--- src/rtl/status_flags_reg.sv ---
module status_flags_reg #(
  parameter int ADDR_W = 7,
  parameter logic [ADDR_W-1:0] STATUS_ADDR = 7'h03
) (
  input  logic              clk,
  input  logic              por,
  input  logic              rst,
  input  logic [7:0]        alu_res,
  input  logic              alu_cout,
  input  logic              alu_hcout,
  input  logic              upd_c,
  input  logic              upd_dc,
  input  logic              upd_z,
  input  logic              clrwdt,
  input  logic              sleep,
  input  logic              wdt_ovf,
  input  logic              wr_en,
  input  logic [ADDR_W-1:0] wr_addr,
  input  logic [7:0]        wr_data,
  output logic [7:0]        status,
  output logic              bank_sel,
  output logic              ind_bank
);
  logic       c_q, dc_q, z_q, pd_q, to_q;
  logic [2:0] bank_q;

  wire hit    = wr_en && (wr_addr == STATUS_ADDR);
  wire z_next = (alu_res == 8'h00);

  always_ff @(posedge clk) begin
    if (por) begin
      {bank_q, to_q, pd_q, z_q, dc_q, c_q} <= 8'h18;
    end else if (rst) begin
      bank_q <= 3'b000;
    end else begin
      if (upd_c)    c_q  <= alu_cout;
      else if (hit) c_q  <= wr_data[0];
      if (upd_dc)   dc_q <= alu_hcout;
      else if (hit) dc_q <= wr_data[1];
      if (upd_z)    z_q  <= z_next;
      else if (hit) z_q  <= wr_data[2];
      if (hit)      bank_q <= wr_data[7:5];
      if (sleep)        pd_q <= 1'b0;
      else if (clrwdt)  pd_q <= 1'b1;
      if (wdt_ovf)               to_q <= 1'b0;
      else if (clrwdt || sleep)  to_q <= 1'b1;
    end
  end

  assign status   = {bank_q, to_q, pd_q, z_q, dc_q, c_q};
  assign bank_sel = bank_q[0];
  assign ind_bank = bank_q[2];
endmodule

--- config.mk ---
export PLATFORM = sky130hd
export DESIGN_NAME = status_flags_reg
export DESIGN_NICKNAME = d
export VERILOG_FILES = /design/src/rtl/status_flags_reg.sv
export SDC_FILE = /design/constraint.sdc
export NUM_CORES = 1
export LEC_CHECK = 0
export BUFFER_PORTS_ARGS = -buffer_cell sky130_fd_sc_hd__buf_4
export CAP_MARGIN = 20
export CELL_PAD_IN_SITES_DETAIL_PLACEMENT = 0
export CELL_PAD_IN_SITES_GLOBAL_PLACEMENT = 1
export CORE_MARGIN = 2
export CORE_UTILIZATION = 24
export CTS_BUF_LIST = sky130_fd_sc_hd__clkbuf_8
export CTS_CLUSTER_DIAMETER = 150
export CTS_CLUSTER_SIZE = 40
export DETAILED_ROUTE_END_ITERATION = 10
export GPL_TIMING_DRIVEN = 0
export PLACE_DENSITY_LB_ADDON = 0.1
export SYNTH_ARGS = -nofsm -noshare
export SYNTH_HDL_FRONTEND = slang
export SYNTH_SLANG_ARGS = --single-unit
export TNS_END_PERCENT = 100
--- constraint.sdc ---
create_clock -name clk -period 1 [get_ports clk]
set_input_delay 0.05 -clock clk [delete_from_list [all_inputs] [get_ports clk]]
set_output_delay 0.05 -clock clk [all_outputs]
set_load 0.03 [all_outputs]
==> run_results.csv <==
group,metric,value,unit
status,status,"finished clean",
place,hpwl,1209,um
setup_path,cp_cell_sequence,"buf_4 > or4bb_1 > o21ai_1 > a31oi_1",
setup_path,slowest_delay,0.62,ns
route,drc,0,
clocking,insertion_delay,0.23,ns
sta,relSlewSlack,71.53,%
synthesis,yosys-top-cells-area,"dfxtp_1, buf_4, a31oi_1",
power_and_ir_drop,combPwrFrac,22.9,%
route,wl_per_cell,11.74,um
synthesis,syn-cell-area,500.5,um2
grt,overflow,0,
power_and_ir_drop,p_int,721.3,uW
sta,worst_slack,0.05766,ns
synthesis,ys.flop_type,"dfxtp_1",
synthesis,syn_inst,61,
route,routed_wl,1561,um
synthesis,yosysWarnings,0,
sta,skew,0,ns
synthesis,ys_seq_area_share,32.00,%
grt,grt_usage,13.40,%
power_and_ir_drop,p_switching,216.1,uW
clocking,numCtsBuffers,3,
power_and_ir_drop,max-vdd-ir-drop,628.5,uV
layout,antenna_cells,0,
layout,final_layout_size_suffix_gt1_share,52.83,%
sta,rsz0062_at_grt,"false",
clocking,clk_pin_slew,0.04,ns
setup_path,cp_slowest_cell,"or4bb_1",
die,io_pins,45,
power_and_ir_drop,switching_share,23.05,%
place,place_congestion,0.6843,
sta,finalSetupViolCount,0,
route,ant_nets,0,
place,portBuffers,42,
route,vias_per_cell,4.752,
grt,antenna_found_initial,0,
synthesis,avgSynthCellArea,8.205,um2
die,row_count,16,
sta,tightest_slew,0.4252,ns
min_path,min_path_type,"input pin to flip-flop",
synthesis,synth_commonest_cells,"dfxtp_1, buf_4, o21ai_1",
route,drt-initial-drc-count,4,
power_and_ir_drop,pwr-share-clk,41.3,%
sta,worst_hold_slack,0.02992,ns
clocking,htreeDepth,1,
sta,final_max_slew_viol_count,0,
die,die_y,49.67,um
route,drt-pass1-iter-count,4,
die,dieArea,2467,um2
route,vias,632,
power_and_ir_drop,power.total,937.4,uW
synthesis,synth_nets,96,
power_and_ir_drop,power_frac_seq,35.8,%
clocking,cts_tree,"done",
synthesis,ys_ff_latch,8,
clocking,clkSinkCount,8,
flow_run,cap_violations,0,
grt,grt_max_degree,11,
synthesis,yosys.area.top_type,"dfxtp_1",
setup_path,start_kind,"input pin",
die,core_area,1962,um2
die,die_w,49.67,um
place,place_ws,-0.2699,ns
setup_path,critPathKind,"input pin to flip-flop",
setup_path,critPathArrivalTime,1.05,ns
sta,finalHoldViolCount,0,
layout,nets,143,
setup_path,worstPathRequired,1.10,ns
clocking,cts_root_buffer,"clkbuf_8",
sta,fmax,1061,MHz
grt,grt_pass1_wl,2546,um
layout,post-route-util,45.85,%
synthesis,synth_top_area_share,32.00,%
clocking,clock_path_buffers,2,
sta,min_period,0.9423,ns
sta,post-route-period-util,94.23,%
power_and_ir_drop,p_leak,0.0004103,uW
setup_path,end_kind,"flip-flop",
die,start_util,25.51,%
synthesis,synth_most_common_cell,"dfxtp_1",
grt,grt_pass1_vias,589,
synthesis,synthArstFlopShare,0,%
layout,area_growth,79.75,%
synthesis,ys_types,23,
synthesis,synth_edf_count,0,
setup_path,path_max_fanout,6,
power_and_ir_drop,powerDensity,1042,nW/um2
[flip-flops by register name, summed over array words and instances (netlist names)]
name and count:
to_q 1, bank_q 3, pd_q 1, z_q 1, c_q 1, dc_q 1
[logic make-up (layout without fill, tap and decap cells)]
group           count (synthesis)  count (layout)  synth area share, %
simple gates                   25              25                33.50
compound gates                 19              19                22.50
flops                           8               8                32.00
buf+inv                         9              54                12.00
[stage by stage]
stage / setup TNS (ns) / cells / cell area [um2]
3_5_place_dp: -1.327 / 130 / 849.6
5_1_grt: 0 / 133 / 899.6
6_report: 0 / 133 / 899.6
4_1_cts: 0 / 133 / 899.6
2_1_floorplan: 0 / 61 / 500.5
3_3_place_gp: -1.164 / 130 / 849.6
[per-layer routing]
layer / track usage [%] / part of all wire (%) / wire, um
met4: 5.556 / 1.2 / 19
met2: 20.44 / 46 / 711
met3: 5.152 / 9.3 / 145
met5: 0 / 0 / 0
met1: 16.76 / 44 / 685
[final cells by class]
type                    instances  area [um2]
multi-input cells              44       289.0
inverters                       1       3.754
clock buffers                   3       41.29
plain buffers                   8       56.30
repair buffers                 42       315.3
flip-flops and latches          8       160.2
well taps                      27       33.78
fillers                       216        1062
[critical path: cells and delay by family]
| family | cells | cell delay (ns) |
|---|---|---|
| simple gates | 1 | 0.62 |
| compound gates | 2 | 0.26 |
| buf+inv | 1 | 0.11 |
[power groups by stage]
stage | Sequential, uW | Clock (uW) | Combinational (uW)
after floorplan | 340 | 0 | 80.9
after global placement | 341 | 0 | 210
after detailed placement | 341 | 0 | 212
after CTS | 335 | 395 | 217
after global routing | 337 | 422 | 233
final | 335 | 387 | 215
[path summary, 6_finish.rpt]
| kind | from | to | slack, ns | cells past startpoint |
|---|---|---|---|---|
| worst max register to register | dc_q | dc_q | 0.19 | 3 |
| worst max-delay path | wr_addr[5] | c_q | 0.06 | 4 |
| worst min-delay path | por | z_q | 0.03 | 2 |
| worst min register to register | bank_q[1] | bank_q[1] | 0.48 | 2 |
[layout by cell type (no fill, tap or decap), drive strengths merged]
cell    netlist  layout
or4b          1       1
nand2         1       1
clkbuf        1       4
and4bb        1       1
a32oi         1       1
nand4         3       3
nor2          5       5
a21o          1       1
or2           1       1
a31oi         5       5
nor4b         2       2
o21ai         6       6
nor2b         4       4
nor4          1       1
o21bai        2       2
a21oi         4       4
nand3         3       3
or4bb         1       1
dfxtp         8       8
inv           1       1
and2          2       2
buf           7      49
[repair_timing]
action	CTS	global route
buffers inserted	0	0
gates resized for setup	1	0
endpoints found under the hold margin	0	0
setup endpoints to repair	3	0
hold buffers	0	0
Power figures use the tool's default switching activity.
